`config.mk`:
```
export PLATFORM = sky130hd
export DESIGN_NAME = sd_reg_front
export DESIGN_NICKNAME = d
export VERILOG_FILES = /design/src/rtl/sdf_pkg.sv /design/src/rtl/sdf_ctrl.sv /design/src/rtl/sdf_dpath.sv /design/src/rtl/sd_reg_front.sv
export SDC_FILE = /design/constraint.sdc
export NUM_CORES = 1
export LEC_CHECK = 0
export BUFFER_PORTS_ARGS = -buffer_cell sky130_fd_sc_hd__buf_2
export CORE_MARGIN = 4
export CORE_UTILIZATION = 43
export DETAILED_ROUTE_END_ITERATION = 6
export PLACE_DENSITY = 0.72
export SETUP_SLACK_MARGIN = 0.02
export SYNTH_ARGS = -nofsm -noshare
export SYNTH_HDL_FRONTEND = slang
export SYNTH_SLANG_ARGS = --single-unit
export TNS_END_PERCENT = 1
```
`constraint.sdc`:
```
create_clock -name clk -period 6 [get_ports clk]
set_input_delay 0.6 -clock clk [delete_from_list [all_inputs] [get_ports clk]]
set_output_delay 0.6 -clock clk [all_outputs]
set_load 0.01 [all_outputs]
```
`src/rtl/sdf_pkg.sv`:
```
package sdf_pkg;
  localparam int CMD_BYTES = 6;
  localparam int RSP_BYTES = 16;
  localparam int RSP_DEPTH = RSP_BYTES + 1;
  localparam int LEN_W = $clog2(RSP_DEPTH + 1);
  localparam int ADDR_W = 3;
  localparam int SLOT_W = $clog2(CMD_BYTES);
  localparam int WORD_W = 32;
  localparam int BYTES_PER_WORD = WORD_W / 8;
  localparam int TXC_W = $clog2(BYTES_PER_WORD + 1);

  localparam logic [ADDR_W-1:0] OFS_DIV   = 3'd0;
  localparam logic [ADDR_W-1:0] OFS_EN    = 3'd1;
  localparam logic [ADDR_W-1:0] OFS_PEND  = 3'd2;
  localparam logic [ADDR_W-1:0] OFS_START = 3'd3;
  localparam logic [ADDR_W-1:0] OFS_CMD   = 3'd4;
  localparam logic [ADDR_W-1:0] OFS_DAT   = 3'd5;

  typedef enum logic [3:0] {
    SEL_ZERO, SEL_DIV, SEL_EN, SEL_PEND, SEL_START,
    SEL_RSP, SEL_CMD_FF, SEL_DAT, SEL_DAT_FF
  } rdSel_e;

  typedef enum logic [1:0] {ST_IDLE, ST_REQ, ST_RSP} cmdState_e;

  typedef struct packed {
    logic wrDiv;
    logic wrEn;
    logic wrPend;
    logic wrStart;
    logic cmdWr;
    logic [SLOT_W-1:0] cmdSlot;
    logic rspLoad;
    logic datWr;
    logic rdEn;
    rdSel_e rdSel;
    logic [LEN_W-1:0] rdIdx;
  } strobes_t;
endpackage

```
`src/rtl/sdf_ctrl.sv`:
```
module sdf_ctrl
  import sdf_pkg::*;
(
  input  logic              clk,
  input  logic              rstN,
  input  logic              busWr,
  input  logic              busRd,
  input  logic [ADDR_W-1:0] busAddr,
  input  logic [5:0]        wrIndexBits,
  input  logic              cardPresent,
  input  logic              cmdReady,
  input  logic              rspValid,
  input  logic [LEN_W-1:0]  rspLen,
  input  logic              txBusy,
  output logic              cmdValid,
  output logic              rspOverrun,
  output logic              busErr,
  output strobes_t          stb
);
  cmdState_e state;
  logic [SLOT_W-1:0] wrPtr;
  logic [LEN_W-1:0]  rdPtr;
  logic [LEN_W-1:0]  lenQ;
  logic skipNext;
  logic zeroIdx;

  logic undefHit;
  logic cmdWrOk;
  logic cmdRdOk;
  logic rdPast;
  logic [LEN_W-1:0] lenCalc;

  assign undefHit = (busWr || busRd) && (busAddr > OFS_DAT);
  assign cmdWrOk  = busWr && (busAddr == OFS_CMD) && cardPresent && (state == ST_IDLE);
  assign cmdRdOk  = busRd && (busAddr == OFS_CMD) && cardPresent;
  assign rdPast   = (rdPtr >= lenQ);
  assign cmdValid = (state == ST_REQ);

  always_comb begin
    if (rspLen == LEN_W'(RSP_BYTES))
      lenCalc = LEN_W'(RSP_DEPTH);
    else if (rspLen == LEN_W'(4))
      lenCalc = LEN_W'(6);
    else
      lenCalc = rspLen + LEN_W'(1);
  end

  always_comb begin
    stb = '0;
    stb.wrDiv   = busWr && (busAddr == OFS_DIV);
    stb.wrEn    = busWr && (busAddr == OFS_EN);
    stb.wrPend  = busWr && (busAddr == OFS_PEND);
    stb.wrStart = busWr && (busAddr == OFS_START);
    stb.cmdWr   = cmdWrOk && !skipNext;
    stb.cmdSlot = wrPtr;
    stb.rspLoad = (state == ST_RSP) && rspValid;
    stb.datWr   = busWr && (busAddr == OFS_DAT) && cardPresent && !txBusy;
    stb.rdEn    = busRd;
    stb.rdIdx   = rdPtr;
    case (busAddr)
      OFS_DIV:   stb.rdSel = SEL_DIV;
      OFS_EN:    stb.rdSel = SEL_EN;
      OFS_PEND:  stb.rdSel = SEL_PEND;
      OFS_START: stb.rdSel = SEL_START;
      OFS_CMD:   stb.rdSel = !cardPresent ? SEL_CMD_FF : (rdPast ? SEL_ZERO : SEL_RSP);
      OFS_DAT:   stb.rdSel = cardPresent ? SEL_DAT : SEL_DAT_FF;
      default:   stb.rdSel = SEL_ZERO;
    endcase
  end

  always_ff @(posedge clk) begin
    if (!rstN) begin
      state      <= ST_IDLE;
      wrPtr      <= '0;
      rdPtr      <= '0;
      lenQ       <= '0;
      skipNext   <= 1'b0;
      zeroIdx    <= 1'b0;
      rspOverrun <= 1'b0;
      busErr     <= 1'b0;
    end else begin
      if (undefHit) busErr <= 1'b1;

      if (cmdWrOk) begin
        if (skipNext) begin
          skipNext <= 1'b0;
        end else begin
          if (wrPtr == '0) zeroIdx <= (wrIndexBits == 6'd0);
          if (wrPtr == SLOT_W'(CMD_BYTES - 1)) begin
            wrPtr    <= '0;
            state    <= ST_REQ;
            skipNext <= zeroIdx;
          end else begin
            wrPtr <= wrPtr + SLOT_W'(1);
          end
        end
      end

      if (cmdRdOk) begin
        if (rdPast) begin
          rdPtr      <= '0;
          rspOverrun <= 1'b1;
        end else begin
          rdPtr <= rdPtr + LEN_W'(1);
        end
      end

      case (state)
        ST_REQ: if (cmdReady) state <= ST_RSP;
        ST_RSP: if (rspValid) begin
          state      <= ST_IDLE;
          lenQ       <= lenCalc;
          rdPtr      <= '0;
          rspOverrun <= 1'b0;
        end
        default: ;
      endcase
    end
  end
endmodule

```
`src/rtl/sdf_dpath.sv`:
```
module sdf_dpath
  import sdf_pkg::*;
(
  input  logic                  clk,
  input  logic                  rstN,
  input  strobes_t              stb,
  input  logic [WORD_W-1:0]     busWdata,
  input  logic [LEN_W-1:0]      rspLen,
  input  logic [RSP_BYTES*8-1:0] rspData,
  input  logic                  datRxValid,
  input  logic [7:0]            datRxByte,
  output logic [5:0]            cmdIndex,
  output logic [31:0]           cmdArg,
  output logic [7:0]            cmdCrc,
  output logic                  datTxValid,
  output logic [7:0]            datTxByte,
  output logic                  txBusy,
  output logic [WORD_W-1:0]     busRdata
);
  logic [WORD_W-1:0] divQ, enQ, startQ;
  logic [1:0] pendQ;
  logic [7:0] rspBuf [RSP_DEPTH];
  logic [WORD_W-1:0] txShift, rxShift;
  logic [TXC_W-1:0] txCnt;

  always_ff @(posedge clk) begin
    if (!rstN) begin
      divQ   <= '0;
      enQ    <= '0;
      startQ <= '0;
      pendQ  <= '0;
    end else begin
      if (stb.wrDiv)   divQ   <= busWdata;
      if (stb.wrStart) startQ <= busWdata;
      if (stb.wrEn) begin
        enQ   <= busWdata;
        pendQ <= {busWdata[3], busWdata[1]};
      end else if (stb.wrPend) begin
        pendQ <= {enQ[3], enQ[1]};
      end
    end
  end

  always_ff @(posedge clk) begin
    if (!rstN) begin
      cmdIndex <= '0;
      cmdArg   <= '0;
      cmdCrc   <= '0;
    end else if (stb.cmdWr) begin
      case (stb.cmdSlot)
        3'd0: cmdIndex      <= busWdata[5:0];
        3'd1: cmdArg[31:24] <= busWdata[7:0];
        3'd2: cmdArg[23:16] <= busWdata[7:0];
        3'd3: cmdArg[15:8]  <= busWdata[7:0];
        3'd4: cmdArg[7:0]   <= busWdata[7:0];
        default: cmdCrc     <= busWdata[7:0];
      endcase
    end
  end

  always_ff @(posedge clk) begin
    if (!rstN) begin
      rspBuf[0] <= '0;
    end else if (stb.rspLoad) begin
      rspBuf[0] <= (rspLen == LEN_W'(RSP_BYTES)) ? 8'h3F : {2'b00, cmdIndex};
    end
  end

  for (genvar i = 1; i < RSP_DEPTH; i++) begin : g_rsp
    always_ff @(posedge clk) begin
      if (!rstN) begin
        rspBuf[i] <= '0;
      end else if (stb.rspLoad) begin
        rspBuf[i] <= (LEN_W'(i) <= rspLen) ? rspData[8*(i-1) +: 8] : 8'h00;
      end
    end
  end

  assign txBusy     = (txCnt != '0);
  assign datTxValid = txBusy;
  assign datTxByte  = txShift[WORD_W-1 -: 8];

  always_ff @(posedge clk) begin
    if (!rstN) begin
      txShift <= '0;
      txCnt   <= '0;
      rxShift <= '0;
    end else begin
      if (stb.datWr) begin
        txShift <= busWdata;
        txCnt   <= TXC_W'(BYTES_PER_WORD);
      end else if (txBusy) begin
        txShift <= {txShift[WORD_W-9:0], 8'h00};
        txCnt   <= txCnt - TXC_W'(1);
      end
      if (datRxValid) rxShift <= {rxShift[WORD_W-9:0], datRxByte};
    end
  end

  always_ff @(posedge clk) begin
    if (!rstN) begin
      busRdata <= '0;
    end else if (stb.rdEn) begin
      case (stb.rdSel)
        SEL_DIV:    busRdata <= divQ;
        SEL_EN:     busRdata <= enQ;
        SEL_PEND:   busRdata <= {28'd0, pendQ[1], 1'b0, pendQ[0], 1'b0};
        SEL_START:  busRdata <= startQ;
        SEL_RSP:    busRdata <= {24'd0, rspBuf[stb.rdIdx]};
        SEL_CMD_FF: busRdata <= 32'h0000_00FF;
        SEL_DAT:    busRdata <= rxShift;
        SEL_DAT_FF: busRdata <= 32'hFFFF_FFFF;
        default:    busRdata <= '0;
      endcase
    end
  end
endmodule

```
`src/rtl/sd_reg_front.sv`:
```
module sd_reg_front
  import sdf_pkg::*;
(
  input  logic                   clk,
  input  logic                   rstN,
  input  logic                   busWr,
  input  logic                   busRd,
  input  logic [ADDR_W-1:0]      busAddr,
  input  logic [WORD_W-1:0]      busWdata,
  output logic [WORD_W-1:0]      busRdata,
  output logic                   busErr,
  input  logic                   cardPresent,
  output logic                   cmdValid,
  input  logic                   cmdReady,
  output logic [5:0]             cmdIndex,
  output logic [31:0]            cmdArg,
  output logic [7:0]             cmdCrc,
  input  logic                   rspValid,
  input  logic [LEN_W-1:0]       rspLen,
  input  logic [RSP_BYTES*8-1:0] rspData,
  output logic                   rspOverrun,
  output logic                   datTxValid,
  output logic [7:0]             datTxByte,
  input  logic                   datRxValid,
  input  logic [7:0]             datRxByte
);
  strobes_t stb;
  logic txBusy;

  sdf_ctrl u_ctrl (
    .clk(clk), .rstN(rstN), .busWr(busWr), .busRd(busRd), .busAddr(busAddr),
    .wrIndexBits(busWdata[5:0]), .cardPresent(cardPresent), .cmdReady(cmdReady),
    .rspValid(rspValid), .rspLen(rspLen), .txBusy(txBusy), .cmdValid(cmdValid),
    .rspOverrun(rspOverrun), .busErr(busErr), .stb(stb)
  );

  sdf_dpath u_dp (
    .clk(clk), .rstN(rstN), .stb(stb), .busWdata(busWdata), .rspLen(rspLen),
    .rspData(rspData), .datRxValid(datRxValid), .datRxByte(datRxByte),
    .cmdIndex(cmdIndex), .cmdArg(cmdArg), .cmdCrc(cmdCrc),
    .datTxValid(datTxValid), .datTxByte(datTxByte), .txBusy(txBusy),
    .busRdata(busRdata)
  );
endmodule

```
---- Word-level counts from Yosys, hierarchy flattened ----
Memories as Yosys holds them, arrays and structs flattened. A register that Yosys moved wholly into a read port is not among the register bits.
Index checks and enable logic that the tools add are counted.
cells by class
  add/subtract/negate cells ............... 4
  $lt $le $gt $ge ......................... 18
  equality and inequality tests ........... 22
  muxes and demuxes ....................... 69
  bitwise gates (word level) .............. 20
  reductions and logical operators ........ 36
operator list
  operator                                             count
  two-way mux 8 bit                                    33
  case mux 32 bit (8 select lines)                     1
  two-way mux 32 bit                                   2
  <= comparator 4 x 5 -> 1 bit, first input constant   8
  two-way mux 5 bit                                    7
  case mux 4 bit (6 select lines)                      1
  <= comparator 3 x 5 -> 1 bit, first input constant   4
  OR 1 bit                                             17
  equality test 4 x 3 -> 1 bit, second input constant  4
  AND reduction 2 bit                                  8
  logical AND 1 bit                                    15
  two-way mux 2 bit                                    7
  equality test 3 x 2 -> 1 bit, second input constant  4
  equality test 3 bit, second input constant           4
  two-way mux 3 bit                                    4
  adder 5 x 1 -> 5 bit, second input constant          2
  <= comparator 2 x 5 -> 1 bit, first input constant   2
  two-way mux 1 bit                                    10
  equality test 4 x 2 -> 1 bit, second input constant  2
  two-way mux 4 bit                                    2
  equality test 3 x 1 -> 1 bit, second input constant  2
  zero test 3 bit                                      2
  zero test 6 bit                                      1
  two-way mux 6 bit                                    1
  22 further kinds                                     26
storage, ports and cells
  register bits after elaboration ......... 262
  memory bits (writable) .................. 136
  input port bits ......................... 184
  output and inout bits ................... 90
  memories kept ........................... 1
memory list
  memory       depth  width  rd ports  clocked after Yosys merged registers in  write ports  line             source
  u_dp.rspBuf  17     8      1         1                                        17           sdf_dpath.sv:22  logic [7:0] rspBuf [RSP_DEPTH];

---- Logic depth before layout (Yosys ltp) ----
Gate-level depths: netlist of run 1.
  depth after elaboration ................. 7
  gate-level depth with buffers ........... 10

---- Modules after synthesis ----
Synthesis of run 1 repeated with hierarchy kept, for this count alone.
second synthesis, totals
  cell total of the unflattened synthesis .. 1680
  area total of the unflattened synthesis .. 17957.2 µm²
modules (own cells, without submodules)
  module     times used  cells an instance  area an instance (µm²)
  sdf_dpath  1           1524               16681.0
  sdf_ctrl   1           156                1276.2

---- Worst setup path before layout of run 1 ----
Ideal clock, no wire load.
  kind .................................... input to register
  start point ............................. in rstN
  end point ............................... mem u_dp.rspBuf[0][0] (enable)
  data arrival time ....................... 3594 ps
  slack ................................... 1917 ps
  stages on the path ...................... 4
  path buffers ............................ 1
  path through ............................ clkbuf_1 > inv_1 > a21oi_1 > inv_1
RTL lines
  item         line               source
  from (decl)  sd_reg_front.sv:5  input logic rstN,
  to (decl)    sdf_dpath.sv:22

---- Final worst setup path of run 1 ----
  start point ............................. in busAddr[0]
  end point ............................... reg u_dp.txShift[8]
on the way
  longest elaborated chain between the ends .. 5
  elaborated cells between the ends (all ways) .. 6
  those cells by class .................... eq/ne: 1; mux: 1; reduce/logical: 4
RTL lines
  item                                                             line               source
  from (decl)                                                      sd_reg_front.sv:8  input logic [ADDR_W-1:0] busAddr,
  equality test 3 bit *                                            sdf_ctrl.sv:57     stb.datWr = busWr && (busAddr == OFS_DAT) && cardPresent && !txBusy;
  logical AND 1 bit * (3 in a row)                                 sdf_ctrl.sv:57
  two-way mux 32 bit / nonzero test 2 bit (equally long branches)  --
  to (signal assigned)                                             sdf_dpath.sv:90    txShift <= busWdata;
  to (signal assigned)                                             sdf_dpath.sv:93    txShift <= {txShift[WORD_W-9:0], 8'h00};
  to (decl)                                                        sdf_dpath.sv:23    logic [WORD_W-1:0] txShift, rxShift;
Every way passes the cells marked *; elsewhere a longest branch is shown, timed or not.
A chain may end at the register's enable or synchronous reset.

==> results.txt, run 1 <==
----------------------------------------------------
[Synthesis]
  Largest cells by area after synthesis ... sky130_fd_sc_hd__dfxtp_1 30%, sky130_fd_sc_hd__edfxtp_1 23%, sky130_fd_sc_hd__mux2i_1 7.6%, sky130_fd_sc_hd__nand2_1 6.3%, sky130_fd_sc_hd__and2_1 5.7%
  Library cell occupying the most area in the post-synthesis netlist ... sky130_fd_sc_hd__dfxtp_1
  Flip-flop and latch count after synthesis ... 396
  Top post-synthesis cells by count ... 290 x sky130_fd_sc_hd__nand2_1, 262 x sky130_fd_sc_hd__dfxtp_1, 158 x sky130_fd_sc_hd__and2_1
  Net Count, Synth ... 1936
  Ys async rst share ... 0%
  Mapped Area ... 17400 sq um
  Post-synth EDFFs ... 134
  Sequential fraction of the synthesis area ... 53.4%
  Post-synthesis cell count ... 1737
  Most used standard cell by instance count after synthesis ... sky130_fd_sc_hd__nand2_1
  Mean cell area of the mapped netlist ... 9.99 sq um
  Warnings, synthesis ... 0
  Synth Flop Type ... sky130_fd_sc_hd__dfxtp_1
  Distinct cell type count after synthesis ... 63
  Area fraction of the dominant cell type after synthesis ... 30.2%

[Timing]
  Final critical-path required period ... 3.31 ns
  Worst relative slew slack ... 15.6%
  Unrepaired setup endpoints after global routing ... false
  Fmax ... 302 MHz
  Share of the cycle needed by the critical path after routing ... 55.2%
  Final Max Tran Viols ... 0
  Final Hold Fails ... 0
  Hold Slack ... 0.283 ns
  Transition at the pin with the smallest max-transition slack ... 1.26 ns
  Final total negative setup slack ... 0 ns
  Worst setup skew after layout ... 0.0232 ns
  Final count of negative-setup-slack endpoints ... 0

[Route]
  Final routed wire length divided by cell count ... 19.6 um
  Vias/cell ... 5.42
  Vias post-DR ... 13.5k
  Final wirelength ... 48.8 mm
  Detail Route Antenna Nets ... 0
  Number of DRC markers in iteration 0 ... 1144
  Residual DRC count ... 1
  Number of optimization iterations in the first detailed-route pass ... 7

[Place]
  Area of placed instances ... 18900 sq um
  Post-detail-place hpwl ... 33.8 mm
  Last weighted congestion value of the routability-driven placer ... 0.858
  Input/output buffers ... 273

[Min path]
  Type of the most critical hold path ... input port to flop

[Clock tree]
  Insertion delay to the later sink of the worst-skew pair ... 0.57 ns
  Total setup buffers inserted after CTS ... 0
  Clock-pin slew reported for the worst setup and hold paths after clock tree synthesis ... 0.06 ns
  Count of instances resized after the clock tree is built ... 0
  Maximum clock path buffer count ... 3
  Sink Count ... 396
  Library cell used as clock root buffer ... sky130_fd_sc_hd__clkbuf_16
  TritonCTS buffer count ... 44
  TritonCTS clock tree ... yes
  Number of hold-repair buffers added at the cts stage ... 0
  H-tree depth ... 2

[Setup path]
  Required arrival time at the worst endpoint ... 6.45 ns
  WS Path Type ... input port to flop
  Critical path launch point type ... input port
  Crit path DAT ... 3.77 ns
  CP Max Fanout ... 33
  Type of element capturing the critical path ... flop

[Finish]
  Layout cells sized above 1 ... 19.5%
  Core utilization of the finished layout ... 50.9%
  NumNets Final ... 2133
  Post-synthesis to final-layout area growth ... 16.8%
  Final std cell area, no fill ... 20300 sq um

[Floorplanning]
  Die height ... 209 um
  Row count ... 73
  Core Box Area ... 39800 sq um
  Die footprint ... 43600 sq um
  Initial standard-cell utilization of the core ... 43.6%
  Num ports ... 274
  Die boundary width ... 209 um

[Status]
  Violations in the final reports ... DRC
  Status ... complete, but fails checks

[Pwr]
  Peak supply drop ... 234 uV
  P per Cell Area ... 309 nW/um^2
  Total power consumption of the routed design ... 6.27 mW
  Static Leak ... 8.01 nW

[Global routing]
  Residual overflow from global routing ... 0
  Vias in the first global route ... 13.3k
  First-pass GRT wire length ... 74.5 mm
  Aggregate global-route resource usage ... 21.3%
  Number of antenna violations at the first check in global routing ... 4
  Maximum number of pins on one net before global-route repair ... 124

[Flow run]
  Max Cap Violations ... 0

----------------------------------------------------
## cell families (layout without fill, tap and decap cells)
logic type               count (synthesis)  in the layout  share of synthesized area [%]
AO/OA/AOI/OAI                          320            320                           12.0
XOR/XNOR                                 6              6                          0.303
adder cells (fa/ha/maj)                 15             15                           1.08
buffers and inverters                  180            409                           4.54
flip-flops                             396            396                           53.4
multiplexers                           159            159                           11.0
other                                    0              2                              0
AND/OR/NAND/NOR                        661            661                           17.7
## state kept, by name, summed over array words and instances (netlist names), 5 cells and up
name           cells
u_dp.enQ          32
u_dp.cmdCrc        8
u_dp.txShift      32
u_dp.startQ       32
u_dp.cmdIndex      6
u_ctrl.lenQ        5
u_dp.rspBuf      134
u_ctrl.rdPtr       5
u_dp.rxShift      32
u_dp.cmdArg       32
u_dp.divQ         32
u_dp.busRdata     32
## layout by cell type (no fill, tap or decap), types with 5 or more instances in the layout
cell / netlist / routed
sky130_fd_sc_hd__mux2i_1: 132 / 132
sky130_fd_sc_hd__nand2_1: 290 / 290
sky130_fd_sc_hd__a21o_1: 5 / 5
sky130_fd_sc_hd__inv_1: 42 / 40
sky130_fd_sc_hd__a21oi_1: 138 / 138
sky130_fd_sc_hd__clkbuf_1: 87 / 12
sky130_fd_sc_hd__clkinv_1: 2 / 5
sky130_fd_sc_hd__ha_1: 15 / 15
sky130_fd_sc_hd__and2_1: 158 / 158
sky130_fd_sc_hd__buf_4: 15 / 14
sky130_fd_sc_hd__dfxtp_1: 262 / 261
sky130_fd_sc_hd__buf_2: 26 / 273
sky130_fd_sc_hd__a22oi_1: 10 / 10
sky130_fd_sc_hd__nand3_1: 10 / 10
sky130_fd_sc_hd__nor3_1: 8 / 7
sky130_fd_sc_hd__clkbuf_16: 0 / 45
sky130_fd_sc_hd__nor2_1: 151 / 150
sky130_fd_sc_hd__nor2b_1: 9 / 8
sky130_fd_sc_hd__edfxtp_1: 134 / 134
sky130_fd_sc_hd__mux4_1: 8 / 8
sky130_fd_sc_hd__a32oi_1: 5 / 5
sky130_fd_sc_hd__o2bb2ai_1: 25 / 25
sky130_fd_sc_hd__a311oi_1: 25 / 25
sky130_fd_sc_hd__clkinv_2: 0 / 9
sky130_fd_sc_hd__a221oi_1: 26 / 26
sky130_fd_sc_hd__o21ai_0: 21 / 21
sky130_fd_sc_hd__mux4_2: 14 / 14
sky130_fd_sc_hd__o22ai_1: 28 / 28
sky130_fd_sc_hd__nand2b_1: 8 / 8
sky130_fd_sc_hd__a211oi_1: 15 / 15
sky130_fd_sc_hd__mux2_2: 5 / 5
## metrics by stage
stage / std cells / setup slack (ns)
after detailed placement: 2413 / 2.19
final: 2493 / 2.69
after global placement: 2413 / 2.34
after global routing: 2492 / 2.52
after CTS: 2491 / 2.76
after floorplan: 1737 / 1.92
## report_power, final
part / switching [mW] / internal (mW)
clock network: 1.08 / 1.53
logic: 0.435 / 0.239
registers: 0.0757 / 2.91
## per-layer routing
layer  part of all wire (%)  GRT usage [%]  up-vias
li1                       -              -     6476
met1                     43           28.2     6480
met2                     47           34.5      437
met3                    6.8           4.88      107
met4                    3.7           7.67        4
met5                  0.057              0        -
## worst max-delay path, stage by stage
cell and delay (ns):
sky130_fd_sc_hd__buf_2 0.51, sky130_fd_sc_hd__nor2b_2 0.30, sky130_fd_sc_hd__and3_1 0.85, sky130_fd_sc_hd__and2_1 1.01
sky130_fd_sc_hd__nand2_1 0.18, sky130_fd_sc_hd__a311oi_1 0.30
## final timing paths
check	endpoint	slack, ns	from	depth (start not counted)
max	u_dp.txShift[8]	2.69	busAddr[0]	6
min	u_dp.rxShift[3]	0.28	datRxByte[3]	3
max reg2reg	u_dp.busRdata[6]	3.11	u_ctrl.rdPtr[0]	7
min reg2reg	u_dp.divQ[20]	0.45	u_dp.divQ[20]	2
## layout make-up
| cell class | count | area [sq um] |
|---|---|---|
| Fill cell | 3635 | 19600 |
| Tap cell | 525 | 657 |
| Antenna cell | 2 | 5.00 |
| Clock buffer | 59 | 1200 |
| Multi-Input combinational cell | 1161 | 7310 |
| Sequential cell | 396 | 9270 |
| Inverter | 44 | 173 |
| Clock inverter | 19 | 180 |
| Timing Repair Buffer | 287 | 1470 |
Note: power is estimated with default switching activity, not from simulation.
==> run 2, diff against run 1 <==
Settings changed: PLACE_DENSITY 0.72 to 0.75.
Clock period 6 ns to 2.95 ns, I/O delays scaled along.
==> results.txt, run 2 (synthesis gave the netlist of run 1 again) <==
----------------------------------------------------
[Clock tree]
  Maximum clock path buffer count ... 3 (unchanged)
  Library cell used as clock root buffer ... sky130_fd_sc_hd__clkbuf_16
  Clock-pin slew reported for the worst setup and hold paths after clock tree synthesis ... 0.06 ns (about the same)
  H-tree depth ... 2 (unchanged)
  Sink Count ... 396 (unchanged)
  TritonCTS clock tree ... yes
  Total setup buffers inserted after CTS ... 0 (unchanged)
  TritonCTS buffer count ... 42 (-4.5%)
  Count of instances resized after the clock tree is built ... 0 (unchanged)
  Insertion delay to the later sink of the worst-skew pair ... 0.57 ns (about the same)

[Global routing]
  First-pass GRT wire length ... 78.7 mm (+5.7%)
  Vias in the first global route ... 14.0k (+5.5%)
  Maximum number of pins on one net before global-route repair ... 105 (-15%)
  Number of antenna violations at the first check in global routing ... 2 (-2)
  Residual overflow from global routing ... 0 (unchanged)
  Aggregate global-route resource usage ... 22.5% (+1.2 points)

[Route]
  Length of routed met3 wiring ... 3.42 mm (+2.9%)
  Final routed wire length divided by cell count ... 19.8 um (+0.89%)
  Residual DRC count ... 0 (-1)
  Detailed-routing wirelength on met1 ... 20.1 mm (-3.4%)
  Number of optimization iterations in the first detailed-route pass ... 7 (unchanged)
  Detail Route Antenna Nets ... 0 (unchanged)
  Final wirelength ... 51.0 mm (+4.5%)
  Vias/cell ... 5.45 (+0.60%)
  Number of DRC markers in iteration 0 ... 1158 (+1.2%)
  Vias post-DR ... 14.1k (+4.2%)
  Top Layer Used ... met5
  Met2 wire length ... 25.3 mm (+11%)

[Flow run]
  Max Cap Violations ... 0 (unchanged)

[Place]
  Area of placed instances ... 19100 sq um (+1.2%)
  Input/output buffers ... 273 (unchanged)
  Placement-stage worst setup slack ... 0.509 ns (-1.68 ns)
  Cell Count Post-Placement ... 2434 (+0.87%)
  Post-detail-place hpwl ... 35.3 mm (+4.5%)
  Last weighted congestion value of the routability-driven placer ... 0.876 (+2.0%)

[Pwr]
  Register share of total power ... 46.7% (-0.9 points)
  P per Cell Area ... 612 nW/um^2 (+98%)
  Sw Share ... 25.1% (-0.28 points)
  Peak supply drop ... 468 uV (+99%)
  Fraction of power consumed by combinational cells ... 11.1% (+0.3 points)
  Reported net switching power ... 3.26 mW (+110%)
  Total power consumption of the routed design ... 13.0 mW (+110%)
  P_int ... 9.74 mW (+110%)
  Static Leak ... 8.45 nW (+5.4%)
  Power share of the clock group ... 42.1% (+0.5 points)

[Setup path]
  Critical path launch point type ... flop
  Type of element capturing the critical path ... flop
  Cells on worst reg2reg path ... 4 (-3)
  Top Family by Delay on Critical Path ... simple AND/OR/NAND/NOR gates
  Library cell contributing the largest single delay on the critical path ... sky130_fd_sc_hd__nor3_1
  CP Max Fanout ... 18 (-45%)
  Delay of the slowest cell on the worst path ... 0.87 ns (-0.14 ns)
  Crit path buffers/inverters ... 0 (-1)
  Crit path DAT ... 2.79 ns (-0.98 ns)
  WS Path Type ... flop to flop
  Number of gates on the worst path with buffers counted ... 4 (-2)
  Required arrival time at the worst endpoint ... 3.37 ns (-3.08 ns)
  Critical path cell sequence ... ha_4 > nand3_1 > nor3_1 > and2_1

[Finish]
  Flip-flop count of the largest register, all copies and words added ... 134 (unchanged)
  Commonest non-fill, non-tap cell in the layout ... sky130_fd_sc_hd__nand2_1
  Layout cells sized above 1 ... 20.1% (+0.56 points)
  Number of fillers in the final layout ... 3486 (-4.1%)
  Post-synthesis to final-layout area growth ... 22.5%
  Final std cell area, no fill ... 21300 sq um (+4.9%)
  Commonest cells after routing, fill and taps aside ... 290 x sky130_fd_sc_hd__nand2_1, 273 x sky130_fd_sc_hd__buf_2, 260 x sky130_fd_sc_hd__dfxtp_1
  Count of non-filler cells in the finished layout ... 2582 (+3.6%)
  Core utilization of the finished layout ... 53.4% (+2.5 points)
  Top register by number of flip-flops ... u_dp.rspBuf
  NumNets Final ... 2223 (+4.2%)

[Timing]
  Final count of negative-setup-slack endpoints ... 0 (unchanged)
  Transition at the pin with the smallest max-transition slack ... 1.07 ns (-0.190 ns)
  Final Max Tran Viols ... 0 (unchanged)
  Worst setup skew after layout ... 0.0175 ns (-0.00568 ns)
  Setup WS post-layout ... 0.587 ns (-2.10 ns)
  Final critical-path required period ... 2.36 ns
  Worst relative slew slack ... 28.5% (+13 points)
  Final Hold Fails ... 0 (unchanged)
  Fmax ... 423 MHz
  Unrepaired setup endpoints after global routing ... false
  Share of the cycle needed by the critical path after routing ... 80.1%

[Floorplanning]
  Die boundary width ... 209 um (unchanged)
  Initial standard-cell utilization of the core ... 43.6% (unchanged)
  Row count ... 73 (unchanged)
  Die footprint ... 43600 sq um (unchanged)
  Num ports ... 274 (unchanged)
  Core Box Area ... 39800 sq um (unchanged)
  Die height ... 209 um (unchanged)

[Status]
  Status ... finished, final reports clean

[Min path]
  Hold Path Depth ... 3 (unchanged)
  Type of the most critical hold path ... input port to flop

----------------------------------------------------
[run 2: area by class of cell]
class	instances	area [sq um]	area share, %
antenna	1	2.50	0.0118
tap	525	657	3.09
multi-input combinational	1161	7340	34.5
inverter	44	174	0.818
timing repair buffer	379	2380	11.2
clock inverter	18	215	1.01
sequential	396	9270	43.6
clock buffer	58	1220	5.75
[run 2: final timing paths]
kind,start,end,slack [ns]
worst max register to register,u_ctrl.state[1],u_dp.rspBuf[16][6],0.59
worst max-delay path,u_ctrl.state[1],u_dp.rspBuf[16][6],0.59
worst min-delay path,datRxByte[2],u_dp.rxShift[2],0.01
worst min register to register,u_dp.startQ[24],u_dp.startQ[24],0.45
[run 2: what timing repair did]
item                                   in CTS  in global routing
hold buffers                               70                  1
setup endpoints to repair                   0                  0
endpoints found under the hold margin      85                  1
[run 2: power groups by stage]
| stage | sequential, mW | clock (mW) | combinational (mW) |
|---|---|---|---|
| after global placement | 6.17 | 0 | 1.32 |
| after detailed placement | 6.19 | 0 | 1.36 |
| after global routing | 6.10 | 5.77 | 1.60 |
| after CTS | 6.07 | 5.57 | 1.44 |
| final | 6.07 | 5.48 | 1.45 |
| after floorplan | 6.14 | 0 | 0.959 |
[run 2: worst register-to-register path: stages (launching register included)]
cell,delay (ns)
sky130_fd_sc_hd__dfxtp_1,0.42
sky130_fd_sc_hd__ha_4,0.19
sky130_fd_sc_hd__nand3_1,0.50
sky130_fd_sc_hd__nor3_1,0.88
sky130_fd_sc_hd__and2_1,0.23
[run 2: metrics by stage]
stage | hold WS, ns | TNS [ns]
floorplan | 0.429 | -23.12
global placement | 0.441 | 0
detailed placement | 0.447 | 0
CTS | 0.000179 | 0
global route | 0.00975 | 0
finish | 0.0109 | 0
[run 2: per-layer routing]
layer / vias to the layer above / global-route usage [%]
met5: - / 0
met3: 120 / 4.95
met1: 6774 / 27.8
met4: 2 / 9.23
met2: 533 / 38.5
li1: 6641 / -
==> run 3, diff against run 2 <==
Clock period 2.95 ns to 2.15 ns, I/O delays scaled along.
==> results.txt, run 3 (synthesis gave the netlist of run 1 again) <==
----------------------------------------------------
[Route]
  Number of DRC markers in iteration 0 ... 1394 (+20%)
  Detail Route Antenna Nets ... 0 (unchanged)
  Vias post-DR ... 14.8k (+5.0%)
  Vias/cell ... 5.50 (+0.87%)
  Final wirelength ... 54.3 mm (+6.4%)
  Final routed wire length divided by cell count ... 20.2 um (+2.3%)
  Residual DRC count ... 0 (unchanged)
  Number of optimization iterations in the first detailed-route pass ... 5 (-2)

[Place]
  Input/output buffers ... 273 (unchanged)
  Placement-stage worst setup slack ... 0.0501 ns (-0.459 ns)
  Last weighted congestion value of the routability-driven placer ... 0.924 (+5.6%)
  Post-detail-place hpwl ... 35.0 mm (-0.93%)

[Finish]
  Commonest non-fill, non-tap cell in the layout ... sky130_fd_sc_hd__nand2_1
  NumNets Final ... 2328 (+4.7%)
  Layout cells sized above 1 ... 19.7% (-0.41 points)
  Sequential Area ... 9270 sq um (unchanged)
  Commonest cells after routing, fill and taps aside ... 290 x sky130_fd_sc_hd__nand2_1, 273 x sky130_fd_sc_hd__buf_2, 260 x sky130_fd_sc_hd__dfxtp_1
  Post-synthesis to final-layout area growth ... 28.3%
  Flip-flop count of the largest register, all copies and words added ... 134 (unchanged)
  Top register by number of flip-flops ... u_dp.rspBuf
  Number of fillers in the final layout ... 3300 (-5.3%)
  Area of combinational cells with multiple inputs ... 7350 sq um (+0.15%)

[Status]
  Status ... finished, final reports clean

[Min path]
  Type of the most critical hold path ... input port to flop
  Worst Hold End ... u_dp.divQ[7]
  Launch point of the worst hold path ... busWdata[7]
  Hold Path Depth ... 3 (unchanged)

[Pwr]
  P per Cell Area ... 797 nW/um^2 (+30%)
  Total power consumption of the routed design ... 17.7 mW (+36%)
  Static Leak ... 8.88 nW (+5.1%)
  Peak supply drop ... 588 uV (+26%)

[Setup path]
  Crit path DAT ... 2.52 ns (-0.27 ns)
  WS Path Type ... flop to flop
  CP Max Fanout ... 15 (-3)
  Capture point of the worst reg-to-reg path ... u_dp.busRdata[1]
  Cells on worst reg2reg path ... 5 (+1)
  Type of element capturing the critical path ... flop
  Required arrival time at the worst endpoint ... 2.59 ns (-0.78 ns)
  Critical path launch point type ... flop
  Flop-to-flop setup slack ... 0.07 ns (-0.51 ns)
  R2R Path Start ... u_ctrl.rdPtr[0]

[Timing]
  Share of the cycle needed by the critical path after routing ... 96.6% (+16 points)
  Final Max Tran Viols ... 0 (unchanged)
  Hold Slack ... 0.0302 ns (+0.0193 ns)
  Fmax ... 482 MHz (+14%)
  Final Hold Fails ... 0 (unchanged)
  Setup WS post-layout ... 0.0736 ns (-0.513 ns)
  Worst relative slew slack ... 38.1% (+9.6 points)
  Worst setup skew after layout ... 0.0155 ns (-0.00200 ns)
  Unrepaired setup endpoints after global routing ... true
  Final count of negative-setup-slack endpoints ... 0 (unchanged)
  Transition at the pin with the smallest max-transition slack ... 0.921 ns (-0.152 ns)
  Final critical-path required period ... 2.08 ns (-0.287 ns)

[Global routing]
  Maximum number of pins on one net before global-route repair ... 156 (+49%)
  Residual overflow from global routing ... 0 (unchanged)
  Aggregate global-route resource usage ... 24.0% (+1.5 points)
  First-pass GRT wire length ... 83.7 mm (+6.3%)
  Vias in the first global route ... 14.6k (+4.4%)
  Number of antenna violations at the first check in global routing ... 2 (unchanged)

[Clock tree]
  H-tree depth ... 2 (unchanged)
  Insertion delay to the later sink of the worst-skew pair ... 0.56 ns (about the same)
  Clock-pin slew reported for the worst setup and hold paths after clock tree synthesis ... 0.06 ns (about the same)
  Sink Count ... 396 (unchanged)
  TritonCTS buffer count ... 43 (+2.4%)
  TritonCTS clock tree ... yes
  Maximum clock path buffer count ... 3 (unchanged)
  Library cell used as clock root buffer ... sky130_fd_sc_hd__clkbuf_16

[Floorplanning]
  Die height ... 209 um (unchanged)
  Die footprint ... 43600 sq um (unchanged)
  Core Box Area ... 39800 sq um (unchanged)
  Num ports ... 274 (unchanged)
  Die boundary width ... 209 um (unchanged)
  Row count ... 73 (unchanged)
  Initial standard-cell utilization of the core ... 43.6% (unchanged)

[Flow run]
  Max Cap Violations ... 0 (unchanged)

----------------------------------------------------
run 3: worst max-delay path by stage:
| stage | cells past startpoint | slack, ns | startpoint | end |
|---|---|---|---|---|
| 6_report | 5 | 0.07 | u_ctrl.rdPtr[0] | u_dp.busRdata[1] |
| 5_1_grt | 5 | -0.006 | u_ctrl.rdPtr[0] | u_dp.busRdata[1] |
| 4_1_cts | 7 | 0.06 | u_ctrl.rdPtr[0] | u_dp.busRdata[6] |
| 3_5_place_dp | 5 | 0.05 | u_ctrl.rdPtr[0] | u_dp.busRdata[1] |
| 3_3_place_gp | 5 | 0.08 | u_ctrl.rdPtr[0] | u_dp.busRdata[0] |
| 2_1_floorplan | 4 | -0.97 | u_ctrl.state[0] | u_dp.rspBuf[0][0] |
run 3: worst max-delay path, stage by stage, from the launching register on:
cell and delay [ns]:
sky130_fd_sc_hd__dfxtp_1 0.38, sky130_fd_sc_hd__buf_6 0.24, sky130_fd_sc_hd__mux4_1 0.67, sky130_fd_sc_hd__a22oi_2 0.28
sky130_fd_sc_hd__nand2_1 0.09, sky130_fd_sc_hd__a221o_1 0.30
run 3: repair_timing:
action	CTS	global route
gates resized for setup	1	6
hold endpoints to repair	233	0
setup buffers	0	0
setup endpoints to repair	1	9
hold buffers	161	0
run 3: metal layers:
layer,wire length (um),track usage (%)
met1,21000,29.5
met2,27300,41.4
met3,3860,5.28
met4,2110,9.02
met5,13,0
run 3: report_power, final:
part / internal (mW) / switching, mW / total [mW]
logic: 0.941 / 1.28 / 2.23
clock network: 4.15 / 3.04 / 7.19
registers: 8.12 / 0.209 / 8.33
total: 13.2 / 4.54 / 17.7
run 3: cell type report:
| type | count | share of cell area [%] |
|---|---|---|
| flip-flops and latches | 396 | 41.6 |
| multi-input cells | 1161 | 33.0 |
| repair buffers | 483 | 15.5 |
| clock buffers | 59 | 5.38 |
| well taps | 525 | 2.95 |
| inverters | 44 | 0.781 |
| clock inverters | 17 | 0.691 |
| diodes | 2 | 0.0225 |
run 3: stage by stage:
step           util (%)  setup TNS (ns)  instances  cell area [sq um]
2_1_floorplan         -         -134.26       1737              17400
5_1_grt            55.9        -0.00814       2686              22300
6_report           55.9               0       2687              22300
4_1_cts            55.9               0       2685              22300
3_3_place_gp       48.4               0       2448              19300
3_5_place_dp       48.4               0       2448              19300
